### config.mk
export PLATFORM = sky130hd
export DESIGN_NAME = mbx_cmd_engine
export DESIGN_NICKNAME = d
export VERILOG_FILES = /design/src/rtl/mbx_pkg.sv /design/src/rtl/mbx_slot_map.sv /design/src/rtl/mbx_status_decode.sv /design/src/rtl/mbx_wait_timer.sv /design/src/rtl/mbx_cmd_engine.sv
export SDC_FILE = /design/constraint.sdc
export NUM_CORES = 1
export LEC_CHECK = 0
export BUFFER_PORTS_ARGS = -buffer_cell sky130_fd_sc_hd__buf_2
export CORE_MARGIN = 4
export CORE_UTILIZATION = 27
export DETAILED_ROUTE_END_ITERATION = 6
export SETUP_SLACK_MARGIN = 0.4
export SLEW_MARGIN = 20
export SYNTH_ARGS = -nofsm -noshare
export SYNTH_HDL_FRONTEND = slang
export SYNTH_SLANG_ARGS = --single-unit
### constraint.sdc
create_clock -name clk -period 2.44 [get_ports clk]
set_input_delay 0.244 -clock clk [delete_from_list [all_inputs] [get_ports clk]]
set_output_delay 0.244 -clock clk [all_outputs]
set_load 0.1 [all_outputs]
### src/rtl/mbx_pkg.sv
package mbx_pkg;

   localparam int unsigned RES_W = 3;

   typedef enum logic [RES_W-1:0] {
      RES_OK      = 3'd0,
      RES_BUSY    = 3'd1,
      RES_TIMEOUT = 3'd2,
      RES_INVALID = 3'd3,
      RES_UNSUPP  = 3'd4,
      RES_NOMAP   = 3'd5,
      RES_MAPSET  = 3'd6,
      RES_FAIL    = 3'd7
   } result_e;

   typedef enum logic [3:0] {
      ST_IDLE,
      ST_CHKIDLE,
      ST_CLRST,
      ST_ARGS,
      ST_CMD,
      ST_BELL,
      ST_WAIT,
      ST_STAT,
      ST_OUTS,
      ST_RELEASE
   } eng_state_e;

endpackage

### src/rtl/mbx_slot_map.sv
module mbx_slot_map #(
   parameter int unsigned NARGS    = 4,
   parameter int unsigned CNT_W    = 3,
   parameter int unsigned ADDR_W   = 8,
   parameter int unsigned ARG_BASE = 24,
   parameter int unsigned STRIDE   = 4
) (
   input  logic [CNT_W-1:0]                            idx,
   output logic [((NARGS > 1) ? $clog2(NARGS) : 1)-1:0] slot,
   output logic [ADDR_W-1:0]                           addr
);
   localparam int unsigned SLOT_W = (NARGS > 1) ? $clog2(NARGS) : 1;

   logic in_range;

   assign in_range = (idx < CNT_W'(NARGS));

   // Out-of-range indices fold back onto the first slot.
   assign slot = in_range ? idx[SLOT_W-1:0] : '0;
   assign addr = ADDR_W'(ARG_BASE) + ADDR_W'(slot) * ADDR_W'(STRIDE);

endmodule

### src/rtl/mbx_status_decode.sv
module mbx_status_decode
   import mbx_pkg::*;
#(
   parameter int unsigned DATA_W   = 32,
   parameter int unsigned STAT_MAX = 255
) (
   input  logic [DATA_W-1:0] status,
   output logic              bad,
   output result_e           code
);
   assign bad = (status == '0) || (status > DATA_W'(STAT_MAX));

   always_comb begin
      case (status[7:0])
         8'hF1:   code = RES_INVALID;
         8'hF2:   code = RES_UNSUPP;
         8'hF3:   code = RES_NOMAP;
         8'hF4:   code = RES_MAPSET;
         8'hFF:   code = RES_FAIL;
         default: code = RES_OK;
      endcase
   end

endmodule

### src/rtl/mbx_wait_timer.sv
module mbx_wait_timer #(
   parameter int unsigned LIMIT  = 15000000,
   parameter int unsigned PERIOD = 50000
) (
   input  logic clk,
   input  logic rst_n,
   input  logic run,
   output logic expired,
   output logic tick
);
   localparam int unsigned TW = $clog2(LIMIT + 1);

   logic [TW-1:0] t_q;

   always_ff @(posedge clk or negedge rst_n) begin
      if (!rst_n) begin
         t_q <= '0;
      end else if (!run) begin
         t_q <= '0;
      end else if (t_q != TW'(LIMIT)) begin
         t_q <= t_q + TW'(1);
      end
   end

   assign expired = run && (t_q == TW'(LIMIT));

   generate
      if (PERIOD <= 1) begin : g_tick_every
         assign tick = run;
      end else begin : g_tick_div
         localparam int unsigned PW = $clog2(PERIOD);
         logic [PW-1:0] p_q;
         always_ff @(posedge clk or negedge rst_n) begin
            if (!rst_n) begin
               p_q <= '0;
            end else if (!run || (p_q == PW'(PERIOD - 1))) begin
               p_q <= '0;
            end else begin
               p_q <= p_q + PW'(1);
            end
         end
         assign tick = run && (p_q == '0);
      end
   endgenerate

endmodule

### src/rtl/mbx_cmd_engine.sv
module mbx_cmd_engine
   import mbx_pkg::*;
#(
   parameter int unsigned DATA_W         = 32,
   parameter int unsigned ADDR_W         = 8,
   parameter int unsigned CMD_W          = 8,
   parameter int unsigned NARGS          = 4,
   parameter int unsigned CNT_W          = 3,
   parameter int unsigned IDLE_READS     = 10000,
   parameter int unsigned TIMEOUT_CYCLES = 15000000,
   parameter int unsigned POLL_CYCLES    = 50000,
   parameter int unsigned STAT_MAX       = 255,
   parameter int unsigned CMD_OFF        = 0,
   parameter int unsigned STAT_OFF       = 4,
   parameter int unsigned ARG_BASE       = 24,
   parameter int unsigned BELL_OFF       = 4,
   parameter int unsigned BELL_BIT       = 31
) (
   input  logic                    clk,
   input  logic                    rst_n,
   input  logic                    irq_mode,
   input  logic                    cmpl_irq,
   input  logic                    req_valid,
   output logic                    req_ready,
   input  logic [CMD_W-1:0]        req_cmd,
   input  logic [CNT_W-1:0]        req_nin,
   input  logic [CNT_W-1:0]        req_nout,
   input  logic [NARGS*DATA_W-1:0] req_args,
   output logic                    done_valid,
   output logic [RES_W-1:0]        done_code,
   output logic [NARGS*DATA_W-1:0] done_args,
   output logic                    bus_req,
   output logic                    bus_wr,
   output logic                    bus_win,
   output logic [ADDR_W-1:0]       bus_addr,
   output logic [DATA_W-1:0]       bus_wdata,
   input  logic [DATA_W-1:0]       bus_rdata,
   input  logic                    bus_ack
);
   localparam int unsigned SLOT_W = (NARGS > 1) ? $clog2(NARGS) : 1;
   localparam int unsigned ICW    = $clog2(IDLE_READS + 1);
   localparam int unsigned BYTES  = DATA_W / 8;

   generate
      if (CMD_W > DATA_W) begin : g_bad_cmd_w
         $error("CMD_W must not exceed DATA_W");
      end
      if ((NARGS < 2) || ((1 << SLOT_W) != NARGS)) begin : g_bad_nargs
         $error("NARGS must be a power of two of at least 2");
      end
      if (NARGS >= (1 << CNT_W)) begin : g_bad_cnt_w
         $error("CNT_W must count past NARGS");
      end
      if ((ARG_BASE + NARGS * BYTES) > (1 << ADDR_W)) begin : g_bad_addr_w
         $error("argument slots do not fit in ADDR_W");
      end
      if ((STAT_MAX > 255) || (BELL_BIT >= DATA_W)) begin : g_bad_stat
         $error("STAT_MAX or BELL_BIT out of range");
      end
      if ((IDLE_READS < 1) || (TIMEOUT_CYCLES < 1)) begin : g_bad_limits
         $error("IDLE_READS and TIMEOUT_CYCLES must be nonzero");
      end
   endgenerate

   eng_state_e        state_q;
   logic              bus_req_q;
   logic [CMD_W-1:0]  cmd_q;
   logic [CNT_W-1:0]  nin_q;
   logic [CNT_W-1:0]  nout_q;
   logic [DATA_W-1:0] args_q [NARGS];
   logic [DATA_W-1:0] outs_q [NARGS];
   logic [CNT_W-1:0]  idx_q;
   logic [ICW-1:0]    icnt_q;
   result_e           res_q;
   result_e           code_q;
   logic              done_q;
   logic              irq_prev_q;
   logic              seen_q;

   logic [SLOT_W-1:0] slot;
   logic [ADDR_W-1:0] slot_addr;
   logic              st_bad;
   result_e           st_code;
   logic              tmo_expired;
   logic              poll_tick;
   logic              waiting;

   mbx_slot_map #(
      .NARGS    (NARGS),
      .CNT_W    (CNT_W),
      .ADDR_W   (ADDR_W),
      .ARG_BASE (ARG_BASE),
      .STRIDE   (BYTES)
   ) u_slot (
      .idx  (idx_q),
      .slot (slot),
      .addr (slot_addr)
   );

   mbx_status_decode #(
      .DATA_W   (DATA_W),
      .STAT_MAX (STAT_MAX)
   ) u_dec (
      .status (bus_rdata),
      .bad    (st_bad),
      .code   (st_code)
   );

   assign waiting = (state_q == ST_WAIT);

   mbx_wait_timer #(
      .LIMIT  (TIMEOUT_CYCLES),
      .PERIOD (POLL_CYCLES)
   ) u_timer (
      .clk     (clk),
      .rst_n   (rst_n),
      .run     (waiting),
      .expired (tmo_expired),
      .tick    (poll_tick)
   );

   // Bus fields follow the state; they stay put while a request is pending.
   always_comb begin
      bus_wr    = 1'b0;
      bus_win   = 1'b0;
      bus_addr  = ADDR_W'(STAT_OFF);
      bus_wdata = '0;
      case (state_q)
         ST_CHKIDLE: bus_addr = ADDR_W'(CMD_OFF);
         ST_CLRST: bus_wr = 1'b1;
         ST_ARGS: begin
            bus_wr    = 1'b1;
            bus_addr  = slot_addr;
            bus_wdata = args_q[slot];
         end
         ST_CMD: begin
            bus_wr    = 1'b1;
            bus_addr  = ADDR_W'(CMD_OFF);
            bus_wdata = DATA_W'(cmd_q);
         end
         ST_BELL: begin
            bus_wr    = 1'b1;
            bus_win   = 1'b1;
            bus_addr  = ADDR_W'(BELL_OFF);
            bus_wdata = DATA_W'(1) << BELL_BIT;
         end
         ST_OUTS: bus_addr = slot_addr;
         ST_RELEASE: bus_wr = 1'b1;
         default: ;
      endcase
   end

   always_ff @(posedge clk or negedge rst_n) begin
      if (!rst_n) begin
         state_q    <= ST_IDLE;
         bus_req_q  <= 1'b0;
         cmd_q      <= '0;
         nin_q      <= '0;
         nout_q     <= '0;
         idx_q      <= '0;
         icnt_q     <= '0;
         res_q      <= RES_OK;
         code_q     <= RES_OK;
         done_q     <= 1'b0;
         irq_prev_q <= 1'b0;
         seen_q     <= 1'b0;
         for (int k = 0; k < NARGS; k++) begin
            args_q[k] <= '0;
            outs_q[k] <= '0;
         end
      end else begin
         done_q     <= 1'b0;
         irq_prev_q <= cmpl_irq;
         if (state_q == ST_CMD) begin
            seen_q <= 1'b0;
         end else if (cmpl_irq && !irq_prev_q) begin
            seen_q <= 1'b1;
         end

         case (state_q)
            ST_IDLE: begin
               if (req_valid) begin
                  cmd_q  <= req_cmd;
                  nin_q  <= req_nin;
                  nout_q <= req_nout;
                  idx_q  <= '0;
                  icnt_q <= '0;
                  for (int k = 0; k < NARGS; k++) begin
                     args_q[k] <= req_args[k*DATA_W +: DATA_W];
                     outs_q[k] <= '0;
                  end
                  state_q <= ST_CHKIDLE;
               end
            end

            ST_WAIT: begin
               if (irq_mode) begin
                  if (seen_q) begin
                     state_q <= ST_STAT;
                  end else if (tmo_expired) begin
                     done_q  <= 1'b1;
                     code_q  <= RES_TIMEOUT;
                     state_q <= ST_IDLE;
                  end
               end else if (bus_req_q) begin
                  if (bus_ack) begin
                     bus_req_q <= 1'b0;
                     if (bus_rdata != '0) begin
                        if (st_bad) begin
                           done_q  <= 1'b1;
                           code_q  <= RES_TIMEOUT;
                           state_q <= ST_IDLE;
                        end else begin
                           res_q   <= st_code;
                           idx_q   <= '0;
                           state_q <= (nout_q != '0) ? ST_OUTS : ST_RELEASE;
                        end
                     end
                  end
               end else if (tmo_expired) begin
                  done_q  <= 1'b1;
                  code_q  <= RES_TIMEOUT;
                  state_q <= ST_IDLE;
               end else if (poll_tick) begin
                  bus_req_q <= 1'b1;
               end
            end

            default: begin
               if (!bus_req_q) begin
                  bus_req_q <= 1'b1;
               end else if (bus_ack) begin
                  bus_req_q <= 1'b0;
                  case (state_q)
                     ST_CHKIDLE: begin
                        if (bus_rdata == '0) begin
                           state_q <= ST_CLRST;
                        end else if (icnt_q == ICW'(IDLE_READS - 1)) begin
                           done_q  <= 1'b1;
                           code_q  <= RES_BUSY;
                           state_q <= ST_IDLE;
                        end else begin
                           icnt_q <= icnt_q + ICW'(1);
                        end
                     end
                     ST_CLRST: begin
                        idx_q   <= '0;
                        state_q <= (nin_q != '0) ? ST_ARGS : ST_CMD;
                     end
                     ST_ARGS: begin
                        if (idx_q == nin_q - CNT_W'(1)) begin
                           state_q <= ST_CMD;
                        end else begin
                           idx_q <= idx_q + CNT_W'(1);
                        end
                     end
                     ST_CMD: state_q <= ST_BELL;
                     ST_BELL: state_q <= ST_WAIT;
                     ST_STAT: begin
                        if (st_bad) begin
                           done_q  <= 1'b1;
                           code_q  <= RES_TIMEOUT;
                           state_q <= ST_IDLE;
                        end else begin
                           res_q   <= st_code;
                           idx_q   <= '0;
                           state_q <= (nout_q != '0) ? ST_OUTS : ST_RELEASE;
                        end
                     end
                     ST_OUTS: begin
                        outs_q[slot] <= bus_rdata;
                        if (idx_q == nout_q - CNT_W'(1)) begin
                           state_q <= ST_RELEASE;
                        end else begin
                           idx_q <= idx_q + CNT_W'(1);
                        end
                     end
                     ST_RELEASE: begin
                        done_q  <= 1'b1;
                        code_q  <= res_q;
                        state_q <= ST_IDLE;
                     end
                     default: state_q <= ST_IDLE;
                  endcase
               end
            end
         endcase
      end
   end

   assign req_ready  = (state_q == ST_IDLE);
   assign bus_req    = bus_req_q;
   assign done_valid = done_q;
   assign done_code  = code_q;

   generate
      for (genvar g = 0; g < NARGS; g++) begin : g_out
         assign done_args[g*DATA_W +: DATA_W] = outs_q[g];
      end
   endgenerate

endmodule

Word level (Yosys, flattened, before mapping)
Cells that the tools add are included.

Flip-flop bits (word level): 341. Input bits: 180. Output and inout port bits: 176. Logic and storage cells: 213.

Add/subtract/negate cells: 7. $lt $le $gt $ge: 4. Eq/ne operators: 39. Multiplexer cells: 101. Bitwise gates (word level): 3. Reductions and logical operators: 37.

Operator list (number): $mux W128 (4); $pmux W128 S2 (1); $bwmux W128 (1); $mux W32 (3); $pmux W32 S3 (1); $mux W3 (30); $mux W14 (6); $bmux W32 S2 (1); $demux W32 S2 (1); $mux W4 (14); $mux W24 (2); $eq A8 B8 Y1 const B (5); $gt A32 B8 Y1 const B (1); $logic_not A32 Y1 (1); $reduce_bool A32 Y1 (1); $pmux W14 S2 (1); $pmux W4 S7 (1); $add A24 B1 Y24 const B (1); $eq A24 B24 Y1 const B (1); $ne A24 B24 Y1 const B (1); $mux W1 (22); $pmux W3 S2 (3); $add A16 B1 Y16 const B (1); $eq A16 B16 Y1 const B (1); 48 further kinds (87).

Longest topological paths before layout
Gate-level depths: netlist (run 1).

Depth after elaboration: 12. Depth in mapped cells: 9. Depth with buffers taken out: 9.

Hierarchy
Synthesis (run 1) repeated with hierarchy kept, for this count alone.

Cell total of the unflattened synthesis: 1508. Area, all modules: 15472.3 sq um.

Modules (own cells, without submodules): mbx_cmd_engine (times used 1, cells an instance 1253, area each 13140.1 sq um, seq. area each 7532.2 sq um); mbx_wait_timer (times used 1, cells an instance 220, area each 2115.8 sq um, seq. area each 1001.0 sq um); mbx_status_decode (times used 1, cells an instance 24, area each 141.4 sq um, seq. area each 0.0 sq um); mbx_slot_map (times used 1, cells an instance 11, area each 75.1 sq um, seq. area each 0.0 sq um).

Worst setup path after synthesis (run 1)
OpenSTA, ideal clock, no wires.

Path type: register to output. From: register idx_q[0]. To: output port bus_wdata[2]. Arrival time: 3613 ps. Data required time: 2196 ps. Setup slack: -1417 ps. Stages on the path, launching flop included: 7. Path buffers: 2. Cell sequence: dfrtp_1 clkbuf_1 o21bai_1 clkbuf_1 a22o_1 a221oi_1 o21ai_0.

Longest elaborated chain between the ends: 7.

Ends and longest elaborated chain: start: declaration (line mbx_cmd_engine.sv:72) `logic [CNT_W-1:0] idx_q;`; start signal: assignment (line mbx_cmd_engine.sv:254) `idx_q <= idx_q + CNT_W'(1);`; start signal: assignment (line mbx_cmd_engine.sv:275) `idx_q <= idx_q + CNT_W'(1);`; $lt A3 B3 Y1 (line mbx_slot_map.sv:16) `assign in_range = (idx < CNT_W'(NARGS));`; $mux W2 * (line mbx_slot_map.sv:19) `assign slot = in_range ? idx[SLOT_W-1:0] : '0;`; $not A2 Y3 (not written as such) * (line mbx_cmd_engine.sv:134) `bus_wdata = args_q[slot];`; $bmux W32 S2 * (line mbx_cmd_engine.sv:134); $mux W32 (not written as such) * (2 in series) (line mbx_cmd_engine.sv:134); $pmux W32 S3 * (line mbx_cmd_engine.sv:128) `case (state_q)`; end: declaration (line mbx_cmd_engine.sv:36) `output logic [DATA_W-1:0] bus_wdata,`.

Mark *: on every way between the ends. The rest lies on a longest branch, timed or not. The select of a mux whose other input is x is not followed.

Final worst setup path (run 1)
From: register idx_q[0]. To: output port bus_wdata[15].

The elaborated chain is that of the path after synthesis.

==> metrics.md, run 1 <==
| Metric | Value |
|---|---|
| Status | `complete, but fails checks` |
| Violated checks | `negative setup slack` |
| Slew @ Worst Pin | `about 740 ps` |
| Starting Density | `between 20% and 30%` |
| Core Box Area | `roughly 0.056 mm^2` |
| Type of origin of the critical path | `register` |
| Drt first pass iters | `7` |
| # setup viols final | `32` |
| Final period util | `113%` |
| Distinct cells, synth | `64` |
| Slew Limit Headroom | `between 50 and 60%` |
| Vias in the first global route | `16.3k` |
| Remaining antenna violation count after routing | `0` |
| Initial antenna violation count | `8` |
| CP arrival | `2520 ps` |
| GPL Wtd Cong | `0.911` |
| CTS HTree Levels | `2` |
| Pwr dens | `876 mW/mm^2` |
| Final instance area | `0.0274 mm^2` |
| Drt wl/cell | `roughly 22 um` |
| Synth area leader | `dfrtp_1` |
| Fmax | `about 360 MHz` |
| Synth top area share | `56.0%` |
| # IOs | `356` |
| Port bufs | `around 350` |
| Worst-case vdd ir drop | `0.611 mV` |
| Vias post-DR | `15.7k` |
| Clk root buf | `clkbuf_16` |
| Max_cap viols | `0` |
| CTS buffer count | `39` |
| Nets | `2415` |
| Core Util, Final | `49.3%` |
| Internal power | `15400 uW` |
| CTS tree | `yes` |
| EDFF count, synth | `0` |
| Setup CP Type | `register to output pin` |
| First DRT Iteration DRCs | `1276` |
| Max-slew violation count | `0` |
| DRC errors left | `0` |
| Die Footprint | `0.0603 mm^2` |
| Critical Path RT | `~2200 ps` |
| Rows | `between 80 and 90` |
| Hold Crit Class | `input port to register` |
| Post-synthesis cell area | `0.0152 mm^2` |
| Pin count of the biggest net entering global routing | `80` |
| Ys async rst share | `100%` |
| Fillers | `4688` |
| Crit end category | `output pin` |
| Combinational power share | `41.0%` |
| Synthesized instance count | `~1.5k` |
| Placed Area | `between 0.015 and 0.02 mm^2` |
| Final wirelength | `67.3 mm` |
| Register area | `0.00854 mm^2` |
| Clock sinks | `341` |
| DIE HEIGHT | `between 200 and 250 um` |
| Leak Pwr | `0.0131 uW` |
| Area growth syn-to-layout | `79.6%` |
| Main synth FF type | `dfrtp_1` |
| Sw Pwr | `8610 uW` |
| RSZ-0062 raised after global routing | `yes` |
| Sequential power share | `33.6%` |
| Clk_skew | `25.3 ps` |
| Worst setup margin | `-319 ps` |
| Share of post-route cells with drive strength above 1 | `between 50% and 60%` |
| Post-synthesis register bit count | `341` |
| Fin. Hold Viols | `0` |
| Synthesized area per cell | `9.90 um^2` |
| Vias/cell | `5.20` |
| Gr ovfl total | `0` |
| Final non-filler cell total | `roughly 3k` |
| Total track usage | `between 20% and 30%` |
| Fin crit period | `2760 ps` |
| Setup tns final | `-7140 ps` |
| DIE WIDTH | `between 200 and 250 um` |
| Clock Tree Buf Depth | `3` |
| Leading cell type by number of instances after synthesis | `nand2_1` |
| Worst-path clk slew | `70 ps` |
| Post-synth top cells | `nand2_1, dfrtp_1, a22o_1` |
| Placed instance count | `between 2k and 3k` |
| Top post-synthesis cells by area | `dfrtp_1, nand2_1, a22o_1, nor2_1, mux2_2` |
| Clock Latency Late Sink | `570 ps` |
| Ys Warns | `0` |
| First-pass GRT wire length | `roughly 97 mm` |
| Multi-input gate area | `0.00881 mm^2` |
| Switching portion of total power | `35.9%` |
| DPL Wire Length | `roughly 36 mm` |
| Clock network power share | `25.4%` |
| Crit path max fanout | `5` |
| Register area share after synthesis | `a little under three fifths` |
## power by group through the flow
stage	registers (uW)	clock network (uW)	logic (uW)
after CTS	7680	6140	8310
after global placement	7510	0	4310
after floorplan	7460	0	3340
final	8050	6090	9820
after detailed placement	7570	0	4420
after global routing	8160	6430	10300
## per-layer routing
metal,wire length [um],up-vias,global-route usage [%]
met5,30,-,0
met4,4220,4,11.4
met3,4300,255,3.79
met2,33000,752,34.1
met1,25700,7895,25.4
li1,-,6757,-
## sequential cells by signal, summed over array words and instances (netlist names), 4 cells and up
| name | count |
|---|---|
| u_timer.t_q | 24 |
| u_timer.g_tick_div.p_q | 16 |
| state_q | 4 |
| args_q | 128 |
| icnt_q | 14 |
| cmd_q | 8 |
| done_args | 128 |
## final timing paths
check                                 from        endpoint  slack [ps]  cells after the start
max in group asynchronous            rst_n  done_args[117]        1320                      3
worst max register to register  state_q[2]      args_q[80]          20                     13
min in group asynchronous            rst_n      args_q[25]         260                      2
worst max-delay path              idx_q[0]   bus_wdata[15]        -320                      6
worst min-delay path              irq_mode         bus_req          30                      3
worst min register to register    cmd_q[4]        cmd_q[4]         480                      2
## worst max-delay path, cell delays in order (launching register included)
cell      delay [ps]
dfrtp_2          470
buf_12           160
buf_16           130
mux2_4           300
a222oi_1         610
nor2_4            70
buf_12           190
## placed cells by master (no fill, tap or decap), types with 7 or more instances in the layout
cell type      instances
clkbuf_16             43
buf_6                 41
buf_2                311
o21ai_2               11
xnor2_1               14
a21oi_1               11
nand4_1               12
buf_4                 67
a21oi_2                8
mux2_4                23
nor4_1                10
buf_16                46
nand3_1               20
ha_1                   8
nand2_2              199
a221oi_4               8
inv_1                 17
buf_12                93
a222oi_1              22
nor2_4                34
o21ai_4               10
dlygate4sd3_1        174
nand2_4              131
buf_8                 11
mux2_2                10
diode_2                7
dfrtp_1              334
and3_1                14
nor2_1                70
nand2b_1               7
clkbuf_8              10
xor2_1                24
clkbuf_1               7
a22o_1               133
o21ai_0               11
nand2_1              143
## final cells by class
class	instances	area share (%)
Clock inverter	14	0.544
Clock buffer	57	4.26
Sequential cell	341	31.2
Tap cell	748	3.42
Timing Repair Buffer	747	28.0
Inverter	20	0.288
Antenna cell	7	0.0640
Multi-Input combinational cell	1076	32.2
## metrics by stage
step	worst slack, ps	hold slack, ps	total power (uW)
final	-319	35.0	24000
after global routing	-376	7.08	24900
after CTS	-216	1.81	22100
after detailed placement	-87.7	302	12000
after global placement	-142	300	11800
after floorplan	175	-51.6	10800
## cells by family (layout without fill, tap and decap cells)
group / count (synthesis) / in the layout / synth area share [%]
DFF: 341 / 341 / 56.0
and+or+nand+nor: 711 / 713 / 19.9
xor gates and xnor gates: 39 / 39 / 2.34
AOI/OAI and AO/OA: 270 / 272 / 14.3
adders and majority gates: 10 / 10 / 0.821
buffers and inverters: 129 / 838 / 3.83
muxes: 38 / 38 / 2.77
other: 1 / 11 / 0.0246
## what timing repair did
item	CTS	global route
gates resized for setup	416	322
pin swaps	191	136
buffers inserted	86	27
hold buffers	174	0
hold endpoints to repair	314	0
setup endpoints to repair	288	271
cloned	50	4
(Power assumes the default switching activity.)
==> run 2: changes to the inputs <==
Settings changed: ABC_CLOCK_PERIOD_IN_PS set to 2440, TNS_END_PERCENT set to 50.
==> metrics.md, run 2 (same netlist as run 1, synthesis figures left out) <==
| Metric | Value |
|---|---|
| Fmax | `366 MHz (+1.1%)` |
| Worst setup path endpoint | `bus_wdata[11]` |
| Drt first pass iters | `7 (unchanged)` |
| Vias/cell | `5.09 (-2.1%)` |
| Crit path cell chain | `buf_12 -> buf_8 -> mux2_4 -> a222oi_1 -> nor2_4 -> buf_12` |
| Combinational power share | `36.9% (-4.1 points)` |
| Setup CP Type | `register to output pin` |
| Remaining antenna violation count after routing | `0 (unchanged)` |
| Status | `complete, but fails checks` |
| Type of origin of the critical path | `register` |
| Area growth syn-to-layout | `71.3%` |
| Worst-path clk slew | `60 ps (about the same)` |
| Crit path max fanout | `6 (+1)` |
| Worst setup margin | `-290 ps (+29.1 ps)` |
| CTS buffer count | `39 (unchanged)` |
| Clk root buf | `clkbuf_16` |
| First-pass GRT wire length | `93.7 mm (-3.4%)` |
| Pin count of the biggest net entering global routing | `102 (+28%)` |
| FF-to-FF path depth | `6 (-7)` |
| Routed length on met1 | `25.0 mm (-3.0%)` |
| R2R setup slack | `60 ps (+40 ps)` |
| Core Box Area | `0.0555 mm^2 (unchanged)` |
| Hold Crit Class | `input port to register` |
| Clock Tree Buf Depth | `3 (unchanged)` |
| Final wirelength | `64.1 mm (-4.7%)` |
| Met2 wire len | `31.8 mm (-3.6%)` |
| Clock network power share | `27.8% (+2.4 points)` |
| Final period util | `112% (-1.2 points)` |
| Final non-filler cell total | `2960 (-1.7%)` |
| DP Worst Slack | `-83.0 ps (+4.71 ps)` |
| DRC errors left | `0 (unchanged)` |
| CP max-delay cell | `a222oi_1` |
| GPL Wtd Cong | `0.893 (-2.0%)` |
| Max_cap viols | `0 (unchanged)` |
| Fin. Hold Viols | `0 (unchanged)` |
| Slew Limit Headroom | `57.3% (+6.6 points)` |
| Buf/Inv on CP | `3 (unchanged)` |
| Setup tns final | `-3940 ps (+3200 ps)` |
| Share of post-route cells with drive strength above 1 | `46.3% (-4.8 points)` |
| Nets | `2363 (-2.2%)` |
| Initial antenna violation count | `8 (unchanged)` |
| Fillers | `4895 (+4.4%)` |
| Leak Pwr | `0.0127 uW (-3.3%)` |
| WL met3 | `2.86 mm (-34%)` |
| CTS HTree Levels | `2 (unchanged)` |
| Drt wl/cell | `21.7 um (-3.1%)` |
| Fin crit period | `2730 ps (-29.1 ps)` |
| Gr ovfl total | `0 (unchanged)` |
| CP Launch Point | `idx_q[0]` |
| WHS | `22.3 ps (-12.6 ps)` |
| Top routing layer used | `met4` |
| Vias in the first global route | `15.7k (-3.8%)` |
| Critical path depth | `6 (unchanged)` |
| DIE HEIGHT | `246 um (unchanged)` |
| Commonest non-fill, non-tap cell in the layout | `dfrtp_1` |
| Max-slew violation count | `0 (unchanged)` |
| Clock sinks | `341 (unchanged)` |
| Delay-heaviest family, CP | `compound AO/OA/AOI/OAI gates` |
| Die Footprint | `0.0603 mm^2 (unchanged)` |
| Pwr dens | `841 mW/mm^2 (-3.9%)` |
| Sw Pwr | `7760 uW (-10%)` |
| Rows | `86 (unchanged)` |
| FF-to-FF Start | `state_q[1]` |
| Starting Density | `27.4% (unchanged)` |
| Violated checks | `negative setup slack` |
| Vias post-DR | `15.1k (-3.8%)` |
| Crit path top cell by count | `buf_12` |
| Critical Path RT | `2200 ps (about the same)` |
| Total track usage | `19.8% (-0.79 points)` |
| Switching portion of total power | `35.3% (-0.64 points)` |
| Worst-case vdd ir drop | `0.585 mV (-4.2%)` |
| # setup viols final | `31 (-3.1%)` |
| Slew @ Worst Pin | `641 ps (-98.4 ps)` |
| DIE WIDTH | `246 um (unchanged)` |
| Placed instance count | `2590 (-0.039%)` |
| # IOs | `356 (unchanged)` |
| Port bufs | `351 (unchanged)` |
| RSZ-0062 raised after global routing | `yes` |
| Sequential power share | `35.3% (+1.7 points)` |
| Core Util, Final | `47.0% (-2.3 points)` |
| Commonest non-fill, non-tap cells in the layout | `dfrtp_1, buf_2, nand2_1, dlygate4sd3_1, nand2_2` |
| DPL Wire Length | `36.4 mm (+1.8%)` |
| Crit end category | `output pin` |
| Clk_skew | `24.9 ps (-0.382 ps)` |
| First DRT Iteration DRCs | `1327 (+4.0%)` |
| CP arrival | `2490 ps (-30 ps)` |
| Clock Latency Late Sink | `560 ps (about the same)` |
| CTS tree | `yes` |
| Internal power | `14200 uW (-7.4%)` |
| CP peak stage delay | `590 ps (-20 ps)` |
| Terminus of the critical flop-to-flop path | `icnt_q[13]` |
-- run 2: cell types whose count changed in the layout (fill, tap and decap cells not counted), moves of 5 or more --
cell / before / now
buf_12: 93 / 73
nand2_1: 143 / 214
nand2_2: 199 / 142
mux2_4: 23 / 17
buf_16: 46 / 30
clkbuf_8: 10 / 5
clkbuf_16: 43 / 50
mux2_2: 10 / 16
buf_6: 41 / 22
nand2_4: 131 / 119
-- run 2: layer usage --
metal	vias to the layer above	GRT usage [%]
met2	628	33.6
met1	7527	24.0
met5	-	0
li1	6658	-
met4	0	11.3
met3	259	2.95
-- run 2: worst min path at each step --
stage,startpoint,endpoint,slack (ps),depth (start not counted)
after global placement,rst_n,args_q[23],170,1
after CTS,bus_rdata[5],done_args[69],2,2
final,bus_rdata[25],done_args[57],20,2
after detailed placement,rst_n,args_q[24],180,1
after global routing,bus_rdata[25],done_args[57],1,2
after floorplan,rst_n,args_q[0],-50,0
-- run 2: per-stage QoR --
step	power, uW	area (um^2)
after global routing	22900	26100
final	22000	26100
after CTS	20400	24500
after floorplan	10700	16000
after global placement	11900	19100
after detailed placement	12000	19100
-- run 2: timing repair --
item,CTS,global route
hold endpoints to repair,269,0
pin swaps,263,190
gates cloned,28,11
setup endpoints to repair,241,334
resized for setup,338,285
hold buffers,173,0
buffers inserted,58,20
-- run 2: final cells by class --
type | instances | area [um^2] | area share (%)
antenna | 9 | 22.5 | 0.0863
tap | 748 | 936 | 3.59
inverter | 20 | 81.3 | 0.312
clock inverter | 15 | 201 | 0.772
timing repair buffer | 695 | 6740 | 25.8
multi-input combinational | 1076 | 8470 | 32.4
clock buffer | 56 | 1110 | 4.26
sequential | 341 | 8540 | 32.7
-- run 2: worst register-to-register path, stage by stage (launching register included) --
cell     delay [ps]
dfrtp_2         460
or4_4           550
buf_6           140
mux2i_4         210
or2_4           320
or4_4           490
a21oi_2         140
-- run 2: power groups by stage --
stage	Sequential (uW)	Clock (uW)	Combinational, uW
after floorplan	7450	0	3270
after CTS	7610	6190	6560
after global placement	7570	0	4300
after global routing	7850	6440	8600
after detailed placement	7600	0	4380
final	7750	6100	8120
==> run 3: changes to the inputs <==
--- a/config.mk
+++ b/config.mk
@@ -8,7 +8,10 @@
 export ABC_CLOCK_PERIOD_IN_PS = 2440
 export BUFFER_PORTS_ARGS = -buffer_cell sky130_fd_sc_hd__buf_2
+export CELL_PAD_IN_SITES_DETAIL_PLACEMENT = 1
+export CELL_PAD_IN_SITES_GLOBAL_PLACEMENT = 1
 export CORE_MARGIN = 4
 export CORE_UTILIZATION = 27
 export DETAILED_ROUTE_END_ITERATION = 6
+export PLACE_DENSITY_LB_ADDON = 0.1
 export SETUP_SLACK_MARGIN = 0.4
 export SLEW_MARGIN = 20
==> constraint.sdc (replaced) <==
create_clock -name clk -period 2.44 [get_ports clk]
set_input_delay 0.122 -clock clk [delete_from_list [all_inputs] [get_ports clk]]
set_output_delay 0.122 -clock clk [all_outputs]
set_load 0.1 [all_outputs]
==> metrics.md, run 3 (same netlist as run 1, synthesis figures left out) <==
| Metric | Value |
|---|---|
| Leak Pwr | `0.0125 uW (-1.3%)` |
| Drt first pass iters | `5 (-2)` |
| Share of post-route cells with drive strength above 1 | `44.4% (-2.0 points)` |
| Combinational power share | `34.7% (-2.2 points)` |
| Initial antenna violation count | `6 (-2)` |
| Crit path top cell by count | `buf_12` |
| CTS tree | `yes` |
| Terminus of the critical flop-to-flop path | `icnt_q[11]` |
| Remaining antenna violation count after routing | `0 (unchanged)` |
| Setup tns final | `-2.64 ps (+3940 ps)` |
| Commonest non-fill, non-tap cells in the layout | `dfrtp_1, buf_2, nand2_1, dlygate4sd3_1, a22o_1` |
| Fmax | `409 MHz (+12%)` |
| CTS buffer count | `43 (+10%)` |
| Clock network power share | `29.8% (+2.0 points)` |
| Status | `complete, but fails checks` |
| DP Worst Slack | `50.9 ps (+134 ps)` |
| Clock sinks | `341 (unchanged)` |
| Critical Path RT | `2320 ps (+120 ps)` |
| First DRT Iteration DRCs | `794 (-40%)` |
| CP peak stage delay | `500 ps (-90 ps)` |
| Pwr dens | `841 mW/mm^2 (about the same)` |
| Worst setup path endpoint | `bus_wdata[13]` |
| Slew Limit Headroom | `60.5% (+3.2 points)` |
| # setup viols final | `1 (-97%)` |
| Type of origin of the critical path | `register` |
| Core Box Area | `0.0555 mm^2 (unchanged)` |
| Area growth syn-to-layout | `68.8%` |
| Fillers | `6040 (+23%)` |
| GPL Wtd Cong | `0.799 (-11%)` |
| Gr ovfl total | `0 (unchanged)` |
| CTS HTree Levels | `2 (unchanged)` |
| Worst-path clk slew | `60 ps (about the same)` |
| Nets | `2394 (+1.3%)` |
| CP Launch Point | `idx_q[0]` |
| CP arrival | `2320 ps (-170 ps)` |
| Final period util | `100% (-12 points)` |
| Drt wl/cell | `21.8 um (+0.61%)` |
| Hold Crit Class | `input port to asynchronous set/reset pin` |
| DIE HEIGHT | `246 um (unchanged)` |
| Commonest non-fill, non-tap cell in the layout | `dfrtp_1` |
| Slew @ Worst Pin | `593 ps (-48.6 ps)` |
| Setup CP Type | `register to output pin` |
| Internal power | `14200 uW (about the same)` |
| Violated checks | `negative setup slack` |
| Die Footprint | `0.0603 mm^2 (unchanged)` |
| Crit path max fanout | `13 (+7)` |
| Sw Pwr | `7440 uW (-4.1%)` |
| Final instance area | `0.0257 mm^2 (-1.4%)` |
| Rows | `86 (unchanged)` |
| Starting Density | `27.4% (unchanged)` |
| Crit end category | `output pin` |
| DIE WIDTH | `246 um (unchanged)` |
| Clock Latency Late Sink | `570 ps (about the same)` |
| Crit path cell chain | `buf_12 -> mux2_4 -> a222oi_1 -> nor2_4 -> buf_12` |
| # IOs | `356 (unchanged)` |
| Worst setup margin | `-2.64 ps (+288 ps)` |
| Sequential power share | `35.5% (+0.2 points)` |
| Port bufs | `351 (unchanged)` |
| Placed instance count | `2602 (+0.46%)` |
| Total track usage | `19.6% (-0.20 points)` |
| Pin count of the biggest net entering global routing | `64 (-37%)` |
| Switching portion of total power | `34.4% (-0.93 points)` |
| FF-to-FF Start | `state_q[2]` |
| Clk root buf | `clkbuf_16` |
| FF-to-FF path depth | `6 (unchanged)` |
| Max_cap viols | `0 (unchanged)` |
| R2R setup slack | `170 ps (+110 ps)` |
| DRC errors left | `0 (unchanged)` |
| Max-slew violation count | `0 (unchanged)` |
| Clk_skew | `17.4 ps (-7.56 ps)` |
| Vias post-DR | `14.7k (-2.8%)` |
| RSZ-0062 raised after global routing | `yes` |
| CP max-delay cell | `a222oi_1` |
| First-pass GRT wire length | `93.1 mm (-0.59%)` |
| Vias in the first global route | `15.5k (-1.1%)` |
| Placed Area | `0.0190 mm^2 (-0.11%)` |
| Final wirelength | `65.1 mm (+1.6%)` |
| Final non-filler cell total | `2990 (+1.0%)` |
| Worst-case vdd ir drop | `0.452 mV (-23%)` |
| DPL Wire Length | `38.8 mm (+6.6%)` |
| Fin crit period | `2440 ps (-288 ps)` |
| Fin. Hold Viols | `0 (unchanged)` |
| Clock Tree Buf Depth | `3 (unchanged)` |
| Vias/cell | `4.90 (-3.8%)` |
## run 3: worst min path at each step
stage / end / depth (start not counted) / from
after CTS: done_args[68] / 2 / rst_n
after floorplan: args_q[0] / 0 / rst_n
final: done_args[68] / 2 / rst_n
after detailed placement: done_args[38] / 1 / rst_n
after global placement: u_timer.g_tick_div.p_q[13] / 1 / rst_n
after global routing: done_args[38] / 2 / rst_n
## run 3: layout make-up
| type | instances | area (um^2) | area share [%] |
|---|---|---|---|
| Multi-Input combinational cell | 1074 | 8020 | 31.2 |
| Timing Repair Buffer | 724 | 6720 | 26.1 |
| Sequential cell | 341 | 8540 | 33.2 |
| Clock buffer | 58 | 1200 | 4.67 |
| Inverter | 20 | 81.3 | 0.316 |
| Antenna cell | 5 | 12.5 | 0.0486 |
| Clock inverter | 20 | 218 | 0.846 |
| Tap cell | 748 | 936 | 3.64 |
## run 3: power groups by stage
stage | sequential, uW | combinational [uW] | clock (uW)
2_1_floorplan | 7430 | 3220 | 0
3_5_place_dp | 7550 | 4480 | 0
4_1_cts | 7500 | 5200 | 6650
5_1_grt | 7830 | 8090 | 6900
3_3_place_gp | 7500 | 4380 | 0
6_report | 7690 | 7500 | 6450
## run 3: critical path, delay by kind of cell (launching register included)
kind                   cells  cell delay, ps
DFF                        1             450
buffers and inverters      2             390
AOI/OAI and AO/OA          1             500
muxes                      1             320
and+or+nand+nor            1              70
## run 3: per-layer routing
| metal | track usage (%) | routed length [um] | vias up |
|---|---|---|---|
| met4 | 5.26 | 1440 | 2 |
| li1 | - | - | 6697 |
| met1 | 25.3 | 27800 | 7484 |
| met5 | 0 | 12 | - |
| met2 | 33.5 | 32600 | 388 |
| met3 | 3.93 | 3260 | 82 |
## run 3: per-stage QoR
stage / hold slack, ps / power [uW] / utilization [%]
final: 135 / 21600 / 46.3
after global routing: 163 / 22800 / 46.3
after CTS: 139 / 19400 / 41.9
after detailed placement: 160 / 12000 / 34.3
after global placement: 157 / 11900 / 34.3
after floorplan: -174 / 10600 / -
## run 3: timing repair
action,CTS,global route
pin swaps,59,150
resized for setup,151,369
hold buffers,178,0
buffers inserted,41,49
setup endpoints to repair,258,304
hold endpoints to repair,348,0
gates cloned,5,32
